## config.mk

```make
export PLATFORM = sky130hd
export DESIGN_NAME = dma2d_chan
export DESIGN_NICKNAME = d
export VERILOG_FILES = /design/src/rtl/dma2d_pkg.sv /design/src/rtl/dma2d_fifo.sv /design/src/rtl/dma2d_walker.sv /design/src/rtl/dma2d_chan.sv
export SDC_FILE = /design/constraint.sdc
export NUM_CORES = 1
export LEC_CHECK = 0
export ABC_AREA = 0
export BUFFER_PORTS_ARGS = -buffer_cell sky130_fd_sc_hd__buf_4
export CORE_MARGIN = 4
export CORE_UTILIZATION = 40
export CTS_CLUSTER_SIZE = 10
export DETAILED_ROUTE_END_ITERATION = 10
export GPL_TIMING_DRIVEN = 0
export PLACE_DENSITY = 0.65
export SKIP_LAST_GASP = 1
export SLEW_MARGIN = 20
export SYNTH_ARGS = -nofsm -noshare
export SYNTH_HDL_FRONTEND = slang
export SYNTH_SLANG_ARGS = --single-unit
```

## constraint.sdc

```tcl
create_clock -name clk -period 7.8 [get_ports clk]
set_input_delay 0 -clock clk [delete_from_list [all_inputs] [get_ports clk]]
set_output_delay 0 -clock clk [all_outputs]
set_load 0.03 [all_outputs]
```

## src/rtl/dma2d_pkg.sv

```systemverilog
package dma2d_pkg;
  localparam logic [3:0] RA_START = 4'd0;
  localparam logic [3:0] RA_ICNT  = 4'd1;
  localparam logic [3:0] RA_IMOD  = 4'd2;
  localparam logic [3:0] RA_OCNT  = 4'd3;
  localparam logic [3:0] RA_OMOD  = 4'd4;
  localparam logic [3:0] RA_CFG   = 4'd5;
  localparam logic [3:0] RA_PMAP  = 4'd6;
  localparam logic [3:0] RA_CADDR = 4'd8;
  localparam logic [3:0] RA_CICNT = 4'd9;
  localparam logic [3:0] RA_COCNT = 4'd10;
  localparam logic [3:0] RA_STAT  = 4'd11;

  localparam int CFGW       = 5;
  localparam int CB_EN      = 0;
  localparam int CB_DIR     = 1;
  localparam int CB_IRQEN   = 2;
  localparam int CB_RESTART = 3;
  localparam int CB_CONT    = 4;
endpackage

```

## src/rtl/dma2d_fifo.sv

```systemverilog
module dma2d_fifo #(
  parameter int DW    = 32,
  parameter int DEPTH = 4
) (
  input  logic          clk,
  input  logic          rst_n,
  input  logic          flush,
  input  logic          push,
  input  logic [DW-1:0] din,
  input  logic          pop,
  output logic [DW-1:0] dout,
  output logic          full,
  output logic          empty
);
  localparam int PW = $clog2(DEPTH);

  logic [DW-1:0] store [DEPTH];
  logic [PW:0]   wp, rp;
  logic          do_push, do_pop;

  assign full    = (wp[PW] != rp[PW]) && (wp[PW-1:0] == rp[PW-1:0]);
  assign empty   = (wp == rp);
  assign do_push = push && !full;
  assign do_pop  = pop && !empty;
  assign dout    = store[rp[PW-1:0]];

  always_ff @(posedge clk or negedge rst_n) begin
    if (!rst_n) begin
      wp <= '0;
      rp <= '0;
    end else if (flush) begin
      wp <= '0;
      rp <= '0;
    end else begin
      if (do_push) wp <= wp + 1'b1;
      if (do_pop)  rp <= rp + 1'b1;
    end
  end

  always_ff @(posedge clk) begin
    if (do_push && !flush) store[wp[PW-1:0]] <= din;
  end
endmodule

```

## src/rtl/dma2d_walker.sv

```systemverilog
module dma2d_walker #(
  parameter int AW = 16,
  parameter int CW = 16
) (
  input  logic          clk,
  input  logic          rst_n,
  input  logic          load,
  input  logic          step,
  input  logic [AW-1:0] prm_start,
  input  logic [CW-1:0] prm_icnt,
  input  logic [AW-1:0] prm_imod,
  input  logic [CW-1:0] prm_ocnt,
  input  logic [AW-1:0] prm_omod,
  output logic [AW-1:0] cur_addr,
  output logic [CW-1:0] cur_icnt,
  output logic [CW-1:0] cur_ocnt,
  output logic          is_last
);
  typedef struct packed {
    logic [AW-1:0] addr;
    logic [CW-1:0] icnt;
    logic [CW-1:0] ocnt;
  } pos_t;

  // Advance one word: inner stride within a row, outer stride between rows.
  function automatic pos_t next_pos(pos_t p, logic [CW-1:0] row_len,
                                    logic [AW-1:0] imod, logic [AW-1:0] omod);
    pos_t n;
    if (p.icnt > CW'(1)) begin
      n = '{addr: p.addr + imod, icnt: p.icnt - 1'b1, ocnt: p.ocnt};
    end else if (p.ocnt > CW'(1)) begin
      n = '{addr: p.addr + omod, icnt: row_len, ocnt: p.ocnt - 1'b1};
    end else begin
      n = '{addr: p.addr + imod, icnt: '0, ocnt: '0};
    end
    return n;
  endfunction

  pos_t          pos_q;
  logic [CW-1:0] w_icnt;
  logic [AW-1:0] w_imod, w_omod;

  always_ff @(posedge clk or negedge rst_n) begin
    if (!rst_n) begin
      pos_q  <= '0;
      w_icnt <= '0;
      w_imod <= '0;
      w_omod <= '0;
    end else if (load) begin
      pos_q  <= '{addr: prm_start, icnt: prm_icnt, ocnt: prm_ocnt};
      w_icnt <= prm_icnt;
      w_imod <= prm_imod;
      w_omod <= prm_omod;
    end else if (step) begin
      pos_q <= next_pos(pos_q, w_icnt, w_imod, w_omod);
    end
  end

  assign cur_addr = pos_q.addr;
  assign cur_icnt = pos_q.icnt;
  assign cur_ocnt = pos_q.ocnt;
  assign is_last  = (pos_q.icnt <= CW'(1)) && (pos_q.ocnt <= CW'(1));
endmodule

```

## src/rtl/dma2d_chan.sv

```systemverilog
module dma2d_chan
  import dma2d_pkg::*;
#(
  parameter int DW    = 32,
  parameter int AW    = 16,
  parameter int CW    = 16,
  parameter int NP    = 2,
  parameter int DEPTH = 4
) (
  input  logic          clk,
  input  logic          rst_n,
  input  logic          reg_we,
  input  logic [3:0]    reg_addr,
  input  logic [DW-1:0] reg_wdata,
  output logic [DW-1:0] reg_rdata,
  output logic          irq,
  input  logic          mem_gnt,
  output logic          mem_req,
  output logic          mem_we,
  output logic [AW-1:0] mem_addr,
  output logic [DW-1:0] mem_wdata,
  input  logic [DW-1:0] mem_rdata,
  input  logic [NP-1:0] rx_valid,
  input  logic [DW-1:0] rx_data,
  output logic [NP-1:0] rx_ready,
  output logic [NP-1:0] tx_valid,
  output logic [DW-1:0] tx_data,
  input  logic [NP-1:0] tx_ready
);
  localparam int SW = (NP > 1) ? $clog2(NP) : 1;

  // programmed parameters
  logic [AW-1:0]   prm_start, prm_imod, prm_omod;
  logic [CW-1:0]   prm_icnt, prm_ocnt;
  logic [CFGW-1:0] cfg_q;
  logic [SW-1:0]   pmap_q, cur_sel;
  logic            running_q, done_q;

  // named internal events
  logic cfg_wr, start_evt, halt_evt, xfer, last_xfer, reload, flush;
  logic fifo_full, fifo_empty, fifo_push, fifo_pop;
  logic rx_fire, tx_fire, is_last, dir, cont, irq_en;
  logic [NP-1:0]   sel_oh;
  logic [DW-1:0]   fifo_dout;
  logic [AW-1:0]   cur_addr;
  logic [CW-1:0]   cur_icnt, cur_ocnt;
  logic            unused_wbits;

  assign unused_wbits = ^reg_wdata;

  assign dir    = cfg_q[CB_DIR];
  assign cont   = cfg_q[CB_CONT];
  assign irq_en = cfg_q[CB_IRQEN];

  assign cfg_wr    = reg_we && (reg_addr == RA_CFG);
  assign start_evt = cfg_wr && reg_wdata[CB_EN] && !running_q;
  assign halt_evt  = cfg_wr && !reg_wdata[CB_EN] && running_q;
  assign flush     = start_evt && reg_wdata[CB_RESTART];

  assign sel_oh = (32'(cur_sel) < NP) ? (NP'(1) << cur_sel) : '0;

  // memory side: only in granted slots
  assign mem_req   = running_q && mem_gnt && (dir ? !fifo_empty : !fifo_full);
  assign mem_we    = dir;
  assign mem_addr  = cur_addr;
  assign mem_wdata = fifo_dout;
  assign xfer      = mem_req;
  assign last_xfer = xfer && is_last;
  assign reload    = start_evt || (last_xfer && cont);

  // stream side
  assign rx_ready = (running_q && dir && !fifo_full) ? sel_oh : '0;
  assign rx_fire  = |(rx_ready & rx_valid);
  assign tx_valid = (!dir && !fifo_empty) ? sel_oh : '0;
  assign tx_data  = fifo_dout;
  assign tx_fire  = |(tx_valid & tx_ready);

  assign fifo_push = dir ? rx_fire : xfer;
  assign fifo_pop  = dir ? xfer : tx_fire;

  dma2d_fifo #(.DW(DW), .DEPTH(DEPTH)) u_fifo (
    .clk(clk), .rst_n(rst_n), .flush(flush),
    .push(fifo_push), .din(dir ? rx_data : mem_rdata),
    .pop(fifo_pop), .dout(fifo_dout),
    .full(fifo_full), .empty(fifo_empty)
  );

  dma2d_walker #(.AW(AW), .CW(CW)) u_walk (
    .clk(clk), .rst_n(rst_n), .load(reload), .step(xfer),
    .prm_start(prm_start), .prm_icnt(prm_icnt), .prm_imod(prm_imod),
    .prm_ocnt(prm_ocnt), .prm_omod(prm_omod),
    .cur_addr(cur_addr), .cur_icnt(cur_icnt), .cur_ocnt(cur_ocnt),
    .is_last(is_last)
  );

  always_ff @(posedge clk or negedge rst_n) begin
    if (!rst_n) begin
      prm_start <= '0;
      prm_icnt  <= '0;
      prm_imod  <= '0;
      prm_ocnt  <= '0;
      prm_omod  <= '0;
      cfg_q     <= '0;
      pmap_q    <= '0;
    end else if (reg_we) begin
      case (reg_addr)
        RA_START: prm_start <= reg_wdata[AW-1:0];
        RA_ICNT:  prm_icnt  <= reg_wdata[CW-1:0];
        RA_IMOD:  prm_imod  <= reg_wdata[AW-1:0];
        RA_OCNT:  prm_ocnt  <= reg_wdata[CW-1:0];
        RA_OMOD:  prm_omod  <= reg_wdata[AW-1:0];
        RA_CFG:   if (!running_q || !reg_wdata[CB_EN]) cfg_q <= reg_wdata[CFGW-1:0];
        RA_PMAP:  pmap_q    <= reg_wdata[SW-1:0];
        default:  ;
      endcase
    end
  end

  always_ff @(posedge clk or negedge rst_n) begin
    if (!rst_n) begin
      running_q <= 1'b0;
      done_q    <= 1'b0;
      cur_sel   <= '0;
    end else begin
      if (start_evt) begin
        running_q <= 1'b1;
        cur_sel   <= pmap_q;
      end else if (halt_evt || (last_xfer && !cont)) begin
        running_q <= 1'b0;
      end
      if (last_xfer) done_q <= 1'b1;
      else if (reg_we && reg_addr == RA_STAT && reg_wdata[0]) done_q <= 1'b0;
    end
  end

  assign irq = done_q && irq_en;

  always_comb begin
    case (reg_addr)
      RA_START: reg_rdata = DW'(prm_start);
      RA_ICNT:  reg_rdata = DW'(prm_icnt);
      RA_IMOD:  reg_rdata = DW'(prm_imod);
      RA_OCNT:  reg_rdata = DW'(prm_ocnt);
      RA_OMOD:  reg_rdata = DW'(prm_omod);
      RA_CFG:   reg_rdata = DW'(cfg_q);
      RA_PMAP:  reg_rdata = DW'(pmap_q);
      RA_CADDR: reg_rdata = DW'(cur_addr);
      RA_CICNT: reg_rdata = DW'(cur_icnt);
      RA_COCNT: reg_rdata = DW'(cur_ocnt);
      RA_STAT:  reg_rdata = DW'({running_q, done_q});
      default:  reg_rdata = '0;
    endcase
  end
endmodule

```

==> impl_metrics.env, run 1 <==
export IMPL_async_flop_share=0.5987
export IMPL_post_synth_and_or_nand_nor_area_fraction=0.1065
export IMPL_drc=0
export IMPL_ys_seq_elements=319
export IMPL_wirelength_mm=48.95
export IMPL_place_ws_ns=4.077
export IMPL_synth_top_family_by_area="multiplexers"
export IMPL_nNetsFinal=1850
export IMPL_ioPinCount=227
export IMPL_vias=12610
export IMPL_setup_viol=0
export IMPL_drtIter0Drc=1259
export IMPL_synth_compound_area_share=0.1184
export IMPL_slew_headroom=0.2141
export IMPL_syn_area_mm2=0.01587
export IMPL_cts_resized=0
export IMPL_critPathCaptureType="flop"
export IMPL_crit_fanout=10
export IMPL_num_antenna_cells=0
export IMPL_largest_register_ffs=128
export IMPL_core_mm2=0.03892
export IMPL_max_slew_worst_pin_slew_ns=1.170
export IMPL_placed_cells=2094
export IMPL_netlist_instances=1365
export IMPL_hold_viol=0
export IMPL_final_cell_mix="buf_4 (236), nand2_1 (224), dfrtp_1 (191)"
export IMPL_die_area_mm2=0.04292
export IMPL_cts_tree="yes"
export IMPL_final_instance_count_excl_fill=2242
export IMPL_yosysSeqAreaShare=0.5435
export IMPL_final_common_cell="buf_4"
export IMPL_timing_final_ws_setup_ns=3.944
export IMPL_grt_overflow_total=0
export IMPL_cts_buffer_depth=3
export IMPL_ys_warn_count=0
export IMPL_ant_nets=0
export IMPL_synth_top_area_cell="dfrtp_1"
export IMPL_required_ns=8.23
export IMPL_outcome="finished, final reports clean"
export IMPL_hpwlAfterDp_mm=34.89
export IMPL_post_drt_wl_per_cell_um=21.83
export IMPL_max_freq_mhz=259.3
export IMPL_synth_adder_area_share=0.03328
export IMPL_antenna_found_initial=0
export IMPL_dieHeight_um=207.2
export IMPL_power_density_mw_per_mm2=342.0
export IMPL_muxShareOfSynthArea=0.1317
export IMPL_die_width_um=207.2
export IMPL_cts_buffers_inserted=38
export IMPL_fin_crit_sh=0.4943
export IMPL_finClkSkew_ns=0.02487
export IMPL_critPathArrivalTime_ns=4.29
export IMPL_synth_distinct_cells=62
export IMPL_grt_max_degree=89
export IMPL_grt_pass1_wl_mm=75.09
export IMPL_fin_hold_ws_ns=0.01439
export IMPL_post_route_min_period_ns=3.856
export IMPL_fin_tns_setup_ns=0
export IMPL_grt_pass1_vias=12670
export IMPL_syn2layout_area_growth_pct=26.86
export IMPL_peakVddDrop_uv=169.0
export IMPL_track_usage=0.2200
export IMPL_drt_pass1_iter_count=6
export IMPL_std_cell_rows=72
export IMPL_h_tree_depth=2
export IMPL_portBuffers=189
export IMPL_gp_congestion=1.023
export IMPL_leakage_nw=8.494
export IMPL_synth_flop_cell="dfrtp_1"
export IMPL_path_class="flop to flop"
export IMPL_min_path_type="primary input to asynchronous set/reset pin"
export IMPL_start_util=0.4077
export IMPL_avgViaCountPerCell=5.624
export IMPL_maxSlewViolCount=0
export IMPL_yosysTopAreaCellShare=0.3012
export IMPL_clk_latency_ns=0.54
export IMPL_clock_root_buffer="clkbuf_16"
export IMPL_maxCapViolations=0
export IMPL_cp_start_kind="flop"
export IMPL_synth_edff_count=128
export IMPL_rsz0062_at_grt="no"
export IMPL_synthTopCellsByArea="dfrtp_1 (30%), edfxtp_1 (24%), mux2_2 (8.4%)"
export IMPL_clkSlewWorstSetupHoldPaths_ns=0.06
export IMPL_clkSinkCount=319
export IMPL_drive_gt1_frac=0.2697
export IMPL_synthXorXnorAreaFrac=0.02042
export IMPL_syn_avg_cell_area_um2=11.62
final timing paths:
kind	start	end	slack (ns)	cells after the start
worst max-delay path	u_walk.cur_icnt[8]$_DFFE_PN0P_	u_walk.cur_ocnt[8]$_DFFE_PN0P_	3.94	10
worst min-delay path	rst_n	u_walk.cur_addr[11]$_DFFE_PN0P_	0.01	3
worst max register to register	u_walk.cur_icnt[8]$_DFFE_PN0P_	u_walk.cur_ocnt[8]$_DFFE_PN0P_	3.94	10
min in group clk	reg_addr[0]	done_q$_DFFE_PN0P_	0.02	4
worst min register to register	u_walk.w_omod[13]$_DFFE_PN0P_	u_walk.w_omod[13]$_DFFE_PN0P_	0.47	2
max in group asynchronous	rst_n	prm_start[1]$_DFFE_PN0P_	6.99	4
metrics by stage:
| stage | instance area (um^2) | power, W | util |
|---|---|---|---|
| 3_3_place_gp | 17990 | 0.005162 | 0.4623 |
| 3_5_place_dp | 18170 | 0.005232 | 0.4669 |
| 6_report | 20130 | 0.006883 | 0.5172 |
| 2_1_floorplan | 15920 | 0.004288 | - |
| 4_1_cts | 20130 | 0.006891 | 0.5172 |
| 5_1_grt | 20130 | 0.007226 | 0.5172 |
report_power, final:
part | switching, W | total, W | internal, W
combinational | 0.00161 | 0.00282 | 0.00120
clock | 0.000684 | 0.00159 | 0.000911
sequential | 0.000362 | 0.00247 | 0.00211
repair_timing:
| action | 4_1_cts | 5_1_grt |
|---|---|---|
| hold endpoints to repair | 319 | 0 |
| setup buffers | 0 | 0 |
| hold buffers | 85 | 0 |
routing by layer:
metal	part of all wire	vias to the layer above	routed length (um)	GRT usage
li1	-	5649	-	-
met3	0.081	123	3973	0.04039
met1	0.42	6259	20410	0.3041
met4	0.040	0	1970	0.07843
met2	0.46	579	22600	0.3507
met5	0	-	0	0
cell type report:
class	count	area, um^2
tap	518	648.1
fill	3444	18790
multi-input combinational	926	6603
sequential	319	8623
clock inverter	4	67.56
inverter	16	60.06
buffer	119	669.4
clock buffer	59	1030
timing repair buffer	281	2427
synthesized netlist by cell type (9+ instances only):
library cell / number
nand2b_1: 12
nand3_1: 18
edfxtp_1: 128
inv_1: 16
clkbuf_1: 55
a21oi_1: 63
o211ai_1: 9
xnor2_1: 17
nand2_1: 224
nor4_1: 12
a21o_1: 11
mux2_2: 118
xor2_1: 20
dfrtp_1: 191
o21ai_0: 65
nor3_1: 25
ha_1: 39
o21ai_1: 20
nand4_1: 12
buf_4: 48
mux4_2: 32
a22oi_1: 67
nor2_1: 51
kinds of logic after synthesis:
group	Yosys count
buffers and inverters	135
and+or+nand+nor	384
AOI/OAI and AO/OA	294
adders and majority gates	41
DFF	319
xor gates and xnor gates	37
muxes	154
other	1
worst max-delay path, stage by stage (launching register included):
cell      delay (ns)
dfrtp_1         0.46
nor3_1          0.46
o211ai_1        0.21
nor4_2          0.92
nand2_1         0.31
buf_2           0.32
nor2_1          0.69
nand2_1         0.11
nand2_1         0.10
a22oi_1         0.07
o31ai_1         0.10
Note: power is estimated with default switching activity, not from simulation.
==> run 2, diff against run 1 <==
Settings changed: ABC_AREA 0 to 1, PLACE_DENSITY 0.65 to 0.67.
Clock period 7.8 ns to 3.45 ns, I/O delays scaled along.
==> run 2 against run 1 <==
Net effect: global-route usage increased by 5.1 points; wire length increased by 29%; total power increased to 2.7 times the previous value; sequential cell count is the same; non-clock buffer count is 31 higher; combinational power grew to 3.2 times the previous value; count of clock-buffer cells in the layout grew 1; area after synthesis up 6.9%; critical path type unchanged; largest power group unchanged; highest routed layer unchanged.
==> impl_metrics.env, run 2 <==
export IMPL_outcome="finished, final reports clean"
export IMPL_cts_tree="yes"
export IMPL_fin_crit_sh=0.9646
export IMPL_crit_chain="inv_1 -> ha_1 -> o21ai_0 -> nor2_1 -> nand3_1 -> nor2_1 -> buf_2 -> nand3_1 -> o21ai_0 -> nand2_1 -> nand3_1"
export IMPL_start_util=0.4043
export IMPL_critPathCaptureType="flop"
export IMPL_grt_max_degree=94
export IMPL_synthTopCellsByArea="dfrtp_1 (28%), edfxtp_1 (23%), nand2_1 (14%)"
export IMPL_num_antenna_cells=0
export IMPL_drt_pass1_iter_count=5
export IMPL_grt_overflow_total=0
export IMPL_hold_viol=0
export IMPL_rsz0062_at_grt="no"
export IMPL_crit_family="simple AND/OR/NAND/NOR gates"
export IMPL_yosysMostFrequentCell="nand2_1"
export IMPL_die_area_mm2=0.04575
export IMPL_die_width_um=213.9
export IMPL_cts_buffers_inserted=39
export IMPL_synth_edff_count=128
export IMPL_grt_pass1_wl_mm=93.28
export IMPL_rrSetupSlack_ns=0.12
export IMPL_required_ns=3.95
export IMPL_core_mm2=0.04195
export IMPL_cts_resized=0
export IMPL_yosysTopAreaCellShare=0.2819
export IMPL_clkPwrFrac=0.201
export IMPL_portBuffers=194
export IMPL_avgViaCountPerCell=5.434
export IMPL_gp_congestion=0.9985
export IMPL_critPathArrivalTime_ns=3.83
export IMPL_internal_power_w=0.01044
export IMPL_drtIter0Drc=1615
export IMPL_path_class="flop to flop"
export IMPL_max_slew_worst_pin_slew_ns=1.042
export IMPL_cts_buffer_depth=3
export IMPL_ys_warn_count=0
export IMPL_power_density_mw_per_mm2=871.2
export IMPL_cpPeakStageDelay_ns=0.90
export IMPL_vias=16080
export IMPL_clkSinkCount=319
export IMPL_finClkSkew_ns=0.02281
export IMPL_synth_distinct_cells=43
export IMPL_syn2layout_area_growth_pct=26.76
export IMPL_crit_fanout=10
export IMPL_max_freq_mhz=300.5
export IMPL_ant_nets=0
export IMPL_switching_power_w=0.008291
export IMPL_p_total_w=0.01873
export IMPL_largest_register_ffs=128
export IMPL_crit_slowest_cell="nor2_1"
export IMPL_syn_avg_cell_area_um2=8.308
export IMPL_synth_top_area_cell="dfrtp_1"
export IMPL_placed_area_mm2=0.01932
export IMPL_wirelength_mm=63.24
export IMPL_clkSlewWorstSetupHoldPaths_ns=0.06
export IMPL_dieHeight_um=213.9
export IMPL_setup_viol=0
export IMPL_ys_seq_elements=319
export IMPL_slew_headroom=0.3029
export IMPL_yosysSeqAreaShare=0.5085
export IMPL_std_cell_rows=75
export IMPL_maxCapViolations=0
export IMPL_p_sw_frac=0.4427
export IMPL_post_drt_wl_per_cell_um=21.37
export IMPL_clock_root_buffer="clkbuf_16"
export IMPL_leakage_nw=10.28
export IMPL_drive_gt1_frac=0.1492
export IMPL_utilization=0.5125
export IMPL_cp_start_kind="flop"
export IMPL_async_flop_share=0.5987
export IMPL_drc=0
export IMPL_yosys_top_cells_count="nand2_1 (626), dfrtp_1 (191), o21ai_0 (188)"
export IMPL_track_usage=0.2709
export IMPL_final_cell_mix="nand2_1 (626), buf_4 (245), dfrtp_1 (191)"
export IMPL_ioPinCount=227
export IMPL_min_path_type="primary input to asynchronous set/reset pin"
export IMPL_h_tree_depth=2
export IMPL_critical_path_most_common_cell="nand3_1"
export IMPL_pwr_share_comb=0.481
export IMPL_path_buf_inv=2
export IMPL_hpwlAfterDp_mm=47.08
export IMPL_antenna_found_initial=0
export IMPL_fin_area_mm2=0.02150
export IMPL_nNetsFinal=2545
export IMPL_synth_flop_cell="dfrtp_1"
export IMPL_syn_area_mm2=0.01696
export IMPL_peakVddDrop_uv=481.3
export IMPL_final_common_cell="nand2_1"
export IMPL_grt_pass1_vias=15426
export IMPL_post_route_min_period_ns=3.328
export IMPL_sequentialPowerShare=0.318
export IMPL_netlist_instances=2041
export IMPL_clk_latency_ns=0.57
export IMPL_maxSlewViolCount=0
==> run 2: changes by cell type after synthesis, sizes merged, moves of 40 or more <==
cell / before / now
nand2: 225 / 632
mux2: 118 / 0
nand3: 18 / 163
o21ai: 85 / 189
o22ai: 0 / 40
inv: 16 / 156
a22oi: 67 / 0
nor2: 51 / 186
==> run 2: final cells by class <==
| class | instances | area (um^2) |
|---|---|---|
| Fill cell | 3967 | 20450 |
| Sequential cell | 319 | 8623 |
| Multi-Input combinational cell | 1448 | 7079 |
| Timing Repair Buffer | 299 | 2618 |
| Clock buffer | 60 | 1095 |
| Buffer | 132 | 749.5 |
| Tap cell | 539 | 674.4 |
| Inverter | 157 | 591.8 |
| Clock inverter | 5 | 65.06 |
==> run 2: worst paths after layout <==
| check | cells past startpoint | start | end |
|---|---|---|---|
| max | 11 | u_walk.cur_icnt[0]$_DFFE_PN0P_ | u_walk.cur_addr[2]$_DFFE_PN0P_ |
| min | 3 | rst_n | prm_omod[15]$_DFFE_PN0P_ |
| max reg2reg | 11 | u_walk.cur_icnt[0]$_DFFE_PN0P_ | u_walk.cur_addr[2]$_DFFE_PN0P_ |
| min reg2reg | 2 | prm_omod[10]$_DFFE_PN0P_ | prm_omod[10]$_DFFE_PN0P_ |
| max in group asynchronous | 3 | rst_n | u_walk.cur_icnt[11]$_DFFE_PN0P_ |
| min in group clk | 6 | tx_ready[1] | u_fifo.rp[0]$_DFFE_PN0P_ |
==> run 2: power groups by stage <==
stage	Combinational [W]	Clock (W)	Sequential, W
finish	0.00901	0.00377	0.00595
global route	0.00981	0.00399	0.00601
CTS	0.00892	0.00381	0.00592
detailed placement	0.00868	0	0.00598
global placement	0.00846	0	0.00599
floorplan	0.00563	0	0.00574
==> run 2: through the flow <==
step | instances | TNS (ns) | setup slack, ns | hold slack, ns
2_1_floorplan | 2056 | -9.709 | -0.07585 | -0.2956
3_3_place_gp | 2789 | -161.14 | -1.328 | 0.2232
3_5_place_dp | 2795 | 0 | 0.1683 | -0.08581
4_1_cts | 2953 | 0 | 0.1615 | 0.001421
5_1_grt | 2959 | 0 | 0.03899 | 0.04497
6_report | 2959 | 0 | 0.1222 | 0.01680
==> run 2: tightest hold or removal path: stages <==
cell           delay (ns)
dlygate4sd3_1        0.56
buf_8                0.15
buf_12               0.24
==> run 2: routing by layer <==
layer  wire, um  global-route usage
met5          0                   0
met2      29540              0.4496
met1      25380              0.3543
met4       2752              0.1095
met3       5559             0.04740
==> run 2: cell families after synthesis <==
family / share of synthesized area
and+or+nand+nor: 0.2529
xor gates and xnor gates: 0.01963
DFF: 0.5085
adders and majority gates: 0.03114
other: 0.0002211
AOI/OAI and AO/OA: 0.1085
buffers and inverters: 0.07910
==> run 2: what timing repair did <==
item / 4_1_cts / 5_1_grt
buffers inserted: 0 / 6
hold endpoints to repair: 408 / 0
hold buffers: 93 / 0
setup endpoints to repair: 0 / 12
==> run 3, diff against run 2 <==
Settings changed: ABC_AREA 1 to default.
==> run 3 against run 2 <==
Net effect: count of clock-buffer cells in the layout shrank 6; wire length fell by 23%; sequential share of layout area rose by 2.5 points; non-clock buffer count down 30; largest power group unchanged; sequential cell count unchanged; final cell count fell by 24%; critical endpoint is now u_walk.w_icnt[11]$_DFFE_PN0P_; die area fell by 6.2%.
==> impl_metrics.env, run 3 (synthesized netlist as in run 1, its figures left out) <==
export IMPL_outcome="finished, final reports clean"
export IMPL_crit_family="simple AND/OR/NAND/NOR gates"
export IMPL_gp_congestion=0.9843
export IMPL_fillCellCount=3378
export IMPL_cp_start_kind="flop"
export IMPL_cts_tree="yes"
export IMPL_timing_final_ws_setup_ns=0.1865
export IMPL_drc=0
export IMPL_clkPwrFrac=0.241
export IMPL_clock_root_buffer="clkbuf_16"
export IMPL_pwr_share_comb=0.405
export IMPL_hold_viol=0
export IMPL_slew_headroom=0.1990
export IMPL_vias=12627
export IMPL_final_cell_mix="buf_4 (238), nand2_1 (224), dfrtp_1 (191)"
export IMPL_fin_hold_ws_ns=0.09073
export IMPL_setup_viol=0
export IMPL_nNetsFinal=1852
export IMPL_hpwlAfterDp_mm=34.92
export IMPL_critPathArrivalTime_ns=3.68
export IMPL_place_ws_ns=-0.2570
export IMPL_clkSinkCount=319
export IMPL_post_drt_wl_per_cell_um=21.82
export IMPL_peakVddDrop_uv=408.0
export IMPL_largest_register_ffs=128
export IMPL_switching_power_w=0.006058
export IMPL_power_density_mw_per_mm2=776.7
export IMPL_min_path_type="primary input to flop"
export IMPL_portBuffers=189
export IMPL_internal_power_w=0.009674
export IMPL_cts_setup_buffers=0
export IMPL_max_freq_mhz=306.4
export IMPL_grt_pass1_vias=12465
export IMPL_post_route_min_period_ns=3.263
export IMPL_final_common_cell="buf_4"
export IMPL_clkSlewWorstSetupHoldPaths_ns=0.06
export IMPL_critPathCaptureType="flop"
export IMPL_fin_area_mm2=0.02026
export IMPL_max_slew_worst_pin_slew_ns=1.192
export IMPL_grt_pass1_wl_mm=74.44
export IMPL_crit_slowest_cell="or4_1"
export IMPL_path_class="flop to flop"
export IMPL_start_util=0.4077
export IMPL_finClkSkew_ns=0.03933
export IMPL_drtIter0Drc=1336
export IMPL_sequentialPowerShare=0.355
export IMPL_die_width_um=207.2
export IMPL_crit_chain="inv_1 -> ha_1 -> o211ai_1 -> or4_1 -> nor2_1 -> buf_2 -> a31oi_1 -> clkbuf_2 -> clkbuf_2 -> nand2_1 -> nand2_1"
export IMPL_track_usage=0.2198
export IMPL_maxCapViolations=0
export IMPL_h_tree_depth=2
export IMPL_cts_buffers_inserted=39
export IMPL_die_area_mm2=0.04292
export IMPL_required_ns=3.86
export IMPL_fin_crit_sh=0.9459
export IMPL_core_mm2=0.03892
export IMPL_crit_fanout=10
export IMPL_drive_gt1_frac=0.2819
export IMPL_wirelength_mm=48.94
export IMPL_leakage_nw=8.582
export IMPL_maxSlewViolCount=0
export IMPL_fin_tns_setup_ns=0
export IMPL_syn2layout_area_growth_pct=27.66
export IMPL_std_cell_rows=72
export IMPL_path_buf_inv=4
export IMPL_antenna_found_initial=1
export IMPL_grt_max_degree=92
export IMPL_ioPinCount=227
export IMPL_rsz0062_at_grt="no"
export IMPL_cts_buffer_depth=3
export IMPL_p_sw_frac=0.3851
export IMPL_placed_area_mm2=0.01819
export IMPL_dieHeight_um=207.2
export IMPL_grt_overflow_total=0
export IMPL_cpPeakStageDelay_ns=0.64
export IMPL_drt_pass1_iter_count=6
export IMPL_avgViaCountPerCell=5.630
export IMPL_ant_nets=0
export IMPL_clk_latency_ns=0.56
-- run 3: cell types whose count changed in the layout (fill, tap and decap cells not counted), moves of 24 or more --
cell     before  now
o21ai_0     188   65
a21oi_1      39   63
nand3_1     162   18
a22oi_1       0   67
mux4_2        0   32
mux2_2        0  118
inv_1       153   16
o22ai_1      40    0
nand2_1     626  224
nor2_1      170   50
-- run 3: worst reg2reg max path: stages, from the launching register on --
cell      delay (ns)
dfrtp_1         0.43
inv_1           0.12
ha_1            0.33
o211ai_1        0.21
or4_1           0.64
nor2_1          0.18
buf_2           0.26
a31oi_1         0.18
clkbuf_2        0.26
clkbuf_2        0.31
nand2_1         0.14
nand2_1         0.05
-- run 3: final timing paths --
path,from,to,slack [ns],cells past startpoint
min in group asynchronous,rst_n,prm_omod[10]$_DFFE_PN0P_,0.51,4
max,u_walk.cur_icnt[0]$_DFFE_PN0P_,u_walk.w_icnt[11]$_DFFE_PN0P_,0.19,11
max in group asynchronous,rst_n,prm_start[3]$_DFFE_PN0P_,2.12,5
max reg2reg,u_walk.cur_icnt[0]$_DFFE_PN0P_,u_walk.w_icnt[11]$_DFFE_PN0P_,0.19,11
min,rx_valid[1],u_fifo.wp[1]$_DFFE_PN0P_,0.09,5
min reg2reg,u_walk.w_icnt[9]$_DFFE_PN0P_,u_walk.w_icnt[9]$_DFFE_PN0P_,0.47,2
-- run 3: power groups by stage --
stage / registers (W) / logic, W / clock network [W]
finish: 0.00558 / 0.00637 / 0.00378
global route: 0.00565 / 0.00685 / 0.00401
CTS: 0.00556 / 0.00635 / 0.00384
detailed placement: 0.00562 / 0.00619 / 0
global placement: 0.00560 / 0.00604 / 0
floorplan: 0.00546 / 0.00423 / 0
-- run 3: layout make-up --
type                    count  area [um^2]  area share
plain buffers             117        678.2     0.03348
multi-input cells         926         6624      0.3270
repair buffers            284         2465      0.1217
clock buffers              54         1032     0.05096
diodes                      1        2.502   0.0001235
inverters                  16        60.06    0.002965
clock inverters             8        122.6    0.006054
flip-flops and latches    319         8623      0.4257
well taps                 518        648.1     0.03200
-- run 3: routing by layer --
metal / GRT usage / wire length [um] / part of all wire
met1: 0.3008 / 19930 / 0.41
met2: 0.3449 / 22610 / 0.46
met3: 0.04523 / 4394 / 0.090
met4: 0.08824 / 1973 / 0.040
met5: 0.006674 / 34 / 0.00069
-- run 3: through the flow --
stage	instances	util	power (W)
CTS	2244	0.5202	0.01575
global route	2242	0.5204	0.01651
floorplan	1380	-	0.009694
finish	2243	0.5205	0.01573
global placement	2087	0.4623	0.01164
detailed placement	2095	0.4675	0.01181
-- run 3: timing repair --
item	CTS	global route
hold endpoints to repair	319	0
endpoints found under the setup margin	33	96
gates resized for setup	5	26
hold buffers	87	0
